File: src/rtl/fa_pkg.sv
package fa_pkg;
  localparam int WORD_W    = 64;
  // lower word
  localparam int DROP_B    = 0;
  localparam int DQ_B      = 1;
  localparam int QID_LSB   = 2;
  localparam int QID_FLD_W = 10;
  localparam int UCNT_B    = 12;
  localparam int CNT_LSB   = 13;
  localparam int CNT_FLD_W = 8;
  localparam int NXT_B     = 21;
  localparam int NKEY_LSB  = 22;
  localparam int NKEY_W    = 6;
  // upper word
  localparam int TAG_B     = 32;
  localparam int RID_LSB   = 33;
  localparam int RID_W     = 13;
endpackage

File: src/rtl/fa_action_ram.sv
module fa_action_ram #(
  parameter int DEPTH = 64,
  parameter int W     = 64,
  localparam int AW   = (DEPTH > 1) ? $clog2(DEPTH) : 1
) (
  input  logic          clk,
  input  logic          we_i,
  input  logic [AW-1:0] wa_i,
  input  logic [W-1:0]  wd_i,
  input  logic          re_i,
  input  logic [AW-1:0] ra_i,
  output logic [W-1:0]  rd_o
);
  logic [W-1:0] mem [DEPTH];

  // Nonblocking write and read in one process give read-before-write.
  always_ff @(posedge clk) begin
    if (we_i) mem[wa_i] <= wd_i;
    if (re_i) rd_o <= mem[ra_i];
  end
endmodule

File: src/rtl/fa_decode.sv
module fa_decode import fa_pkg::*; #(
  parameter int QID_W = 10,
  parameter logic [QID_W-1:0] DEF_QID = '0
) (
  input  logic [WORD_W-1:0]    word_i,
  input  logic                 vld_i,
  input  logic                 hit_i,
  output logic                 drop_o,
  output logic [QID_W-1:0]     qid_o,
  output logic                 cnt_en_o,
  output logic [CNT_FLD_W-1:0] cnt_sel_o,
  output logic                 next_en_o,
  output logic [NKEY_W-1:0]    next_key_o,
  output logic                 tag_en_o,
  output logic [RID_W-1:0]     rule_id_o
);
  logic use_hit;
  logic unused_bits;

  assign use_hit     = vld_i & hit_i;
  assign unused_bits = ^{word_i[WORD_W-1:RID_LSB+RID_W], word_i[TAG_B-1:NKEY_LSB+NKEY_W]};

  always_comb begin
    drop_o     = 1'b0;
    qid_o      = '0;
    cnt_en_o   = 1'b0;
    cnt_sel_o  = '0;
    next_en_o  = 1'b0;
    next_key_o = '0;
    tag_en_o   = 1'b0;
    rule_id_o  = '0;
    if (vld_i) begin
      qid_o = DEF_QID;
      if (use_hit) begin
        if (word_i[DROP_B]) begin
          drop_o = 1'b1;
          qid_o  = '0;
        end else if (word_i[DQ_B]) begin
          qid_o = word_i[QID_LSB +: QID_W];
        end
        if (word_i[UCNT_B]) begin
          cnt_en_o  = 1'b1;
          cnt_sel_o = word_i[CNT_LSB +: CNT_FLD_W];
        end
        if (word_i[NXT_B] && !word_i[DROP_B]) begin
          next_en_o  = 1'b1;
          next_key_o = word_i[NKEY_LSB +: NKEY_W];
        end
        if (word_i[TAG_B]) begin
          tag_en_o  = 1'b1;
          rule_id_o = word_i[RID_LSB +: RID_W];
        end
      end
    end
  end
endmodule

File: src/rtl/fa_cnt_bank.sv
module fa_cnt_bank #(
  parameter int NUM_CNTS = 16,
  parameter int CNT_W    = 32,
  parameter int SEL_W    = 8,
  localparam int CSEL_W  = (NUM_CNTS > 1) ? $clog2(NUM_CNTS) : 1
) (
  input  logic             clk,
  input  logic             rst,
  input  logic             inc_i,
  input  logic [SEL_W-1:0] sel_i,
  output logic [CNT_W-1:0] val_o
);
  logic [CNT_W-1:0]  cnt_q [NUM_CNTS];
  logic [CSEL_W-1:0] idx;
  logic [CNT_W-1:0]  cur;
  logic              unused_sel;

  assign idx        = sel_i[CSEL_W-1:0];
  assign unused_sel = ^sel_i;
  assign cur        = cnt_q[idx];
  assign val_o      = (&cur) ? cur : cur + CNT_W'(1);

  for (genvar g = 0; g < NUM_CNTS; g++) begin : g_cnt
    always_ff @(posedge clk) begin
      if (rst)                                  cnt_q[g] <= '0;
      else if (inc_i && idx == CSEL_W'(g))      cnt_q[g] <= val_o;
    end
  end
endmodule

File: src/rtl/flow_action_resolver.sv
module flow_action_resolver import fa_pkg::*; #(
  parameter int NUM_RULES = 64,
  parameter int QID_W     = 10,
  parameter logic [QID_W-1:0] DEF_QID = '0,
  parameter int NUM_CNTS  = 16,
  parameter int CNT_W     = 32,
  localparam int IDX_W    = (NUM_RULES > 1) ? $clog2(NUM_RULES) : 1
) (
  input  logic                 clk,
  input  logic                 rst,
  input  logic                 wr_en_i,
  input  logic [IDX_W-1:0]     wr_idx_i,
  input  logic [WORD_W-1:0]    wr_data_i,
  input  logic                 lk_vld_i,
  input  logic                 lk_hit_i,
  input  logic [IDX_W-1:0]     lk_idx_i,
  output logic                 res_vld_o,
  output logic                 res_hit_o,
  output logic                 drop_o,
  output logic [QID_W-1:0]     qid_o,
  output logic                 cnt_en_o,
  output logic [CNT_FLD_W-1:0] cnt_sel_o,
  output logic [CNT_W-1:0]     cnt_val_o,
  output logic                 next_en_o,
  output logic [NKEY_W-1:0]    next_key_o,
  output logic                 tag_en_o,
  output logic [RID_W-1:0]     rule_id_o
);
  logic              vld_q, hit_q;
  logic [WORD_W-1:0] act_word;
  logic [CNT_W-1:0]  bank_val;

  always_ff @(posedge clk) begin
    if (rst) begin
      vld_q <= 1'b0;
      hit_q <= 1'b0;
    end else begin
      vld_q <= lk_vld_i;
      hit_q <= lk_vld_i & lk_hit_i;
    end
  end

  fa_action_ram #(.DEPTH(NUM_RULES), .W(WORD_W)) u_ram (
    .clk (clk),
    .we_i(wr_en_i),
    .wa_i(wr_idx_i),
    .wd_i(wr_data_i),
    .re_i(lk_vld_i & lk_hit_i),
    .ra_i(lk_idx_i),
    .rd_o(act_word)
  );

  fa_decode #(.QID_W(QID_W), .DEF_QID(DEF_QID)) u_dec (
    .word_i    (act_word),
    .vld_i     (vld_q),
    .hit_i     (hit_q),
    .drop_o    (drop_o),
    .qid_o     (qid_o),
    .cnt_en_o  (cnt_en_o),
    .cnt_sel_o (cnt_sel_o),
    .next_en_o (next_en_o),
    .next_key_o(next_key_o),
    .tag_en_o  (tag_en_o),
    .rule_id_o (rule_id_o)
  );

  fa_cnt_bank #(.NUM_CNTS(NUM_CNTS), .CNT_W(CNT_W), .SEL_W(CNT_FLD_W)) u_cnt (
    .clk  (clk),
    .rst  (rst),
    .inc_i(cnt_en_o),
    .sel_i(cnt_sel_o),
    .val_o(bank_val)
  );

  assign res_vld_o = vld_q;
  assign res_hit_o = hit_q;
  assign cnt_val_o = cnt_en_o ? bank_val : '0;
endmodule

File: config.mk
export PLATFORM = sky130hd
export DESIGN_NAME = flow_action_resolver
export DESIGN_NICKNAME = d
export VERILOG_FILES = /design/src/rtl/fa_pkg.sv /design/src/rtl/fa_action_ram.sv /design/src/rtl/fa_decode.sv /design/src/rtl/fa_cnt_bank.sv /design/src/rtl/flow_action_resolver.sv
export SDC_FILE = /design/constraint.sdc
export NUM_CORES = 2
export LEC_CHECK = 0
export CAP_MARGIN = 10
export CORE_ASPECT_RATIO = 0.8
export CORE_MARGIN = 2
export CORE_UTILIZATION = 45
export DETAILED_ROUTE_END_ITERATION = 8
export GPL_TIMING_DRIVEN = 0
export PLACE_DENSITY = 0.63
export REMOVE_ABC_BUFFERS = 1
export SYNTH_ARGS = -nofsm -noshare
export SYNTH_HDL_FRONTEND = slang
export SYNTH_MEMORY_MAX_BITS = 65536
export SYNTH_SLANG_ARGS = --single-unit
File: constraint.sdc
create_clock -name clk -period 3.7 [get_ports clk]
set_input_delay 0.37 -clock clk [delete_from_list [all_inputs] [get_ports clk]]
set_output_delay 0.37 -clock clk [all_outputs]
set_load 0.02 [all_outputs]
After elaboration in Yosys (flattened, before gate mapping)

Memory sizes are Yosys's and may differ from the RTL's. A register that Yosys moved wholly into a read port is not among the register bits.
Cells that the tools add are included.

Bits of input ports: 81
Flip-flop bits (word level): 2
Memory bits (writable): 4608
Memories: 2

Memories:

| name        | depth | bits a word | rd ports | clocked after Yosys merged registers in | wr ports | line                | text |
|---|---|---|---|---|---|---|---|
| u_ram.mem   | 64    | 64          | 1        | 1                                       | 1        | fa_action_ram.sv:14 | `logic [W-1:0] mem [DEPTH];` |
| u_cnt.cnt_q | 16    | 32          | 1        | 0                                       | 16       | fa_cnt_bank.sv:13   | `logic [CNT_W-1:0] cnt_q [NUM_CNTS];` |

Equal/unequal tests: 15
Mux-type cells: 95
Add/sub/neg operators: 1
Reductions and logical operators: 20
Bitwise logic cells: 18

Operator list:

| cell                                                            | count |
|---|---|
| 32-bit 2-to-1 mux                                               | 18 |
| 1-bit 2-to-1 mux                                                | 64 |
| 10-bit 2-to-1 mux                                               | 4 |
| 13-bit 2-to-1 mux                                               | 3 |
| 32-bit by 1-bit adder with 32-bit output, second input constant | 1 |
| 4-bit == test, second input constant                            | 8 |
| 32-bit AND reduction                                            | 1 |
| 8-bit 2-to-1 mux                                                | 3 |
| 6-bit 2-to-1 mux                                                | 3 |
| 1-bit logical AND                                               | 17 |
| 4-bit by 3-bit == test with 1-bit output, second input constant | 4 |
| 1-bit bitwise OR                                                | 16 |
| 4-bit by 2-bit == test with 1-bit output, second input constant | 2 |
| 4-bit by 1-bit == test with 1-bit output, second input constant | 1 |
| 4-bit zero test                                                 | 1 |
| 1-bit AND                                                       | 2 |
| 1-bit zero test                                                 | 1 |

Longest topological paths before layout

Depth after elaboration: 9
Depth in mapped cells: 17

Modules after synthesis

A second synthesis with hierarchy kept.

Cell total of the unflattened synthesis: 8280
Area, all modules: 180823.4 um^2

By module, submodules not included:

| module               | seq. area each (um^2) | area each (um^2) | times used | cells an instance |
|---|---|---|---|---|
| fa_action_ram        | 124919.8              | 156989.3         | 1          | 6598 |
| fa_cnt_bank          | 15374.7               | 23194.7          | 1          | 1595 |
| fa_decode            | 0.0                   | 322.8            | 1          | 47 |
| flow_action_resolver | 40.0                  | 316.6            | 1          | 40 |

Worst setup path after synthesis

Ideal clock, no wire load.

Path kind: register to output
From: register u_ram.rd_o[14] (read register of u_ram.mem)
To: output port cnt_val_o[27]
Path slack: -0.552 ns
Required time: 3.330 ns
Cell stages (with the launch flop): 16
Arrival: 3.882 ns
Buffers on the path: 5
Path through: edfxtp_1 -> buf_4 -> buf_6 -> buf_6 -> o2111ai_1 -> a221oi_1 -> a21oi_1 -> a211oi_1 -> inv_1 -> ha_1 -> nand4_4 -> nor4_4 -> or4_1 -> clkbuf_1 -> clkbuf_1 -> a21oi_1

Longest elaborated chain between the ends: 7
Elaborated cells on any way between the ends: 8
Classes of those cells: 1 x add/sub; 5 x mux; 1 x reduce/logical; 1 x memory

Ends and longest elaborated chain:

| element                                                                          | line                       | text |
|---|---|---|
| start, declared                                                                  | fa_action_ram.sv:12        | `output logic [W-1:0] rd_o` |
| 8-bit 2-to-1 mux *                                                               | fa_decode.sv:41            | `if (word_i[UCNT_B]) begin` |
| 8-bit 2-to-1 mux *                                                               | fa_decode.sv:34            | `if (use_hit) begin` |
| 8-bit 2-to-1 mux *                                                               | fa_decode.sv:32            | `if (vld_i) begin` |
| memory 16 x 32 bit *                                                             | -                          |  |
| 32-bit by 1-bit adder with 32-bit output or 32-bit AND reduction (tied branches) | fa_cnt_bank.sv:21          | `assign val_o = (&cur) ? cur : cur + CNT_W'(1);` |
| 32-bit 2-to-1 mux *                                                              | fa_cnt_bank.sv:21          |  |
| 32-bit 2-to-1 mux *                                                              | flow_action_resolver.sv:77 | `assign cnt_val_o = cnt_en_o ? bank_val : '0;` |
| end, declared                                                                    | flow_action_resolver.sv:23 | `output logic [CNT_W-1:0] cnt_val_o,` |

Every way passes the cells marked *; elsewhere a longest branch is shown, timed or not.

Final worst setup path

From: register u_ram.rd_o[14] (read register of u_ram.mem)
To: output port cnt_val_o[22]

Same word-level chain as after synthesis.

==> impl_metrics.csv <==
group,metric,value,unit
status,outcome,"finished, violations left",
status,violations,"negative setup slack",
sta,fin_crit_sh,144,%
cts,cts_hold_buf,0,
global_route,grt_max_degree,98,
yosys,netlist_area,0.127,mm²
detailed_routing,wl_per_cell,35.1,µm
finish,fin_util,54.3,%
sta,tightest_slew,1300,ps
sta,worst_slack,-1610,ps
placed_design,place_area,0.138,mm²
detailed_routing,firstDrtPassIters,9,
yosys,yosysTopAreaCell,"edfxtp_1",
yosys,seq_area_frac_synth,76.4,%
sta,fmax,188,MHz
finish,area_growth,19.9,%
global_route,grt_pass1_vias,67200,
cts,cts.sinks,3244,
yosys,ys.flop_type,"edfxtp_1",
cts,h-tree-depth,5,
critical_path,worstPathRequired,3330,ps
cts,cts_root_buffer,"clkbuf_16",
critical_path,path_buf_inv,5,
sta,holdWs,93.9,ps
sta,fin_crit,5310,ps
critical_path,slowest_stage,"or4_4",
critical_path,r2r_slack,-760,ps
critical_path,cp-end-kind,"output port",
placed_design,gp_congestion,0.803,
finish,mostFrequentLayoutCell,"edfxtp_1",
placed_design,dp_hpwl,213000,µm
critical_path,arrival,4940,ps
sta,relSlewSlack,12.9,%
power,p_per_area,501,mW/mm²
placed_design,port_buffers,133,
cts,cts_made_buffers,319,
yosys,synth_cells,5968,
sta,fin_worst_skew,74.6,ps
yosys,synthArstFlopShare,0,%
hold_path,hp-start,"lk_vld_i",
sta,grt_setup_unrepaired,"true",
critical_path,r2r_start,"u_ram.rd_o[14]",
power,power,76.5,mW
finish,fin_area,0.153,mm²
power,leakagePower,48.2,nW
flow_run,maxCapViolations,0,
detailed_routing,vias,68400,
placed_design,dp_cells,9717,
die,num_io_pins,156,
placed_design,pre_cts_slack,-4720,ps
yosys,synth_seq_cells,3244,
critical_path,r2r_end,"u_cnt.cnt_q[15][22]",
die,start_util,45.3,%
critical_path,critPathMaxFanout,43,
detailed_routing,via_per_inst,6.44,
die,dieArea,0.287,mm²
detailed_routing,ant_nets,0,
global_route,grt.total_usage,25.3,%
die,coreArea,0.281,mm²
cts,clkLatencyLatePin,880,ps
die,die_w,599,µm
detailed_routing,drc_errors,0,
global_route,grt-ovfl-total,0,
sta,hold_violations,0,
yosys,yosys.area.top_type_share,76.4,%
global_route,antenna_found_initial,22,
global_route,grt_pass1_wl,512000,µm
critical_path,r2r_cells,14,
detailed_routing,drt_wl_total,373000,µm
cts,clockBufferDepth,4,
die,die_h,480,µm
critical_path,slowest_delay,580,ps
cts,cts_tree,"yes",
sta,finalMaxSlewViolations,0,
yosys,avgSynthCellArea,21.3,µm²
yosys,netlist_top_cells_area,"edfxtp_1, mux4_2, a21oi_1",
hold_path,holdPathEnd,"res_vld_o",
hold_path,holdCritPathClass,"input pin to flip-flop",
finish,layout_common_cells,"edfxtp_1, mux4_2, clkbuf_16",
finish,drive_above_1_share,34.4,%
detailed_routing,drtIter0Drc,10900,
yosys,synth_edf_count,3242,
critical_path,critPathKind,"flip-flop to output port",
cts,cts.clk_slew.worst_paths,70,ps
sta,setup_viol,570,
critical_path,path_cells,"buf_4 -> buf_6 -> clkinv_4 -> nor3_1 -> o31ai_1 -> o211ai_1 -> buf_4 -> or4_4 -> or4_4 -> a2111oi_4 -> xor2_4 -> nor2_4 -> buf_6",
power,peakVddDrop,0.375,mV
yosys,synthDistinctLibCells,92,
finish,fin_cells,10600,
critical_path,crit_family,"simple AND/OR/NAND/NOR gates",
sta,finalSetupTns,-287250,ps
die,rows,174,
finish,nNetsFinal,6675,
hold_path,hold_path_depth,2,
yosys,yosysWarnings,0,
critical_path,cp-start-kind,"flip-flop",
routing by layer:
metal	track usage, %	up-vias	routed length, µm
met2	41.0	4721	180000
li1	-	26500	-
met5	0	-	94
met3	5.40	1154	41000
met4	9.73	16	17800
met1	33.8	36100	134000
worst reg2reg max path: stages (launching register included):
cell and delay [ps]:
edfxtp_1 440, buf_4 170, buf_6 160, clkinv_4 360, nor3_1 170, o31ai_1 340
o211ai_1 190, buf_4 200, or4_4 550, or4_4 580, a2111oi_4 500, xor2_4 230
buf_4 150, buf_12 130, nor2_1 70
synth_stat cells (7+ instances only):
cell type	number
and3_1	7
and2_1	37
o221ai_1	17
o31ai_1	58
o21ai_0	46
o32ai_1	50
mux2i_1	49
clkbuf_1	255
nor2b_1	16
nor2_1	369
a211oi_1	14
buf_2	62
nand2_1	38
buf_1	72
nand4_1	21
edfxtp_1	3242
buf_6	11
nor3_1	125
a21o_1	14
buf_4	22
nand3_1	20
a21oi_1	286
o22ai_1	27
xor2_1	7
o221a_2	20
mux2_2	41
o211ai_1	20
inv_1	9
mux4_2	873
flip-flops by register name, summed over array words and instances, names as in the netlist:
register     flops
u_ram.rd_o      42
res_vld_o        1
u_cnt.cnt_q    512
res_hit_o        1
u_ram.mem     2688
cell type report:
| type | count | area, µm² |
|---|---|---|
| inverter | 15 | 108 |
| sequential | 3244 | 97400 |
| timing repair inverter | 2 | 16.3 |
| clock buffer | 382 | 8280 |
| antenna | 8 | 20.0 |
| timing repair buffer | 718 | 10200 |
| multi-input combinational | 2293 | 30300 |
| fill | 20700 | 129000 |
| tap | 3784 | 4730 |
| clock inverter | 175 | 1620 |
how the worst max path moves through the flow:
stage                    from             end  slack [ps]  depth (start not counted)
2_1_floorplan  u_ram.rd_o[14]   cnt_val_o[17]       -3410                          9
3_3_place_gp      lk_idx_i[0]  u_ram.rd_o[12]      -43460                          6
3_5_place_dp        res_vld_o    cnt_val_o[1]       -4720                         11
4_1_cts        u_ram.rd_o[14]   cnt_val_o[22]       -1390                         15
5_1_grt        u_ram.rd_o[14]   cnt_val_o[22]       -1710                         13
6_report       u_ram.rd_o[14]   cnt_val_o[22]       -1610                         13
cells by family after synthesis:
kind of cell / Yosys count / synth area share (%)
flip-flops: 3244 / 76.4
AND/OR/NAND/NOR: 682 / 2.51
adder cells (fa/ha/maj): 1 / 0.00982
AO/OA/AOI/OAI: 627 / 3.29
multiplexers: 963 / 16.2
buffers and inverters: 437 / 1.48
XOR/XNOR: 14 / 0.102
what timing repair did:
item,4_1_cts,5_1_grt
pin swaps,116,83
gates resized for setup,449,158
setup endpoints to repair,892,575
gates cloned,17,10
setup buffers,222,101
power by group:
group          internal (mW)  total (mW)  switching, mW
Clock                   17.9        31.6           13.7
Combinational           1.64        3.90           2.26
Sequential              40.9        41.0          0.128
Total                   60.4        76.5           16.1
No activity file was read; power rests on OpenSTA's default activity.
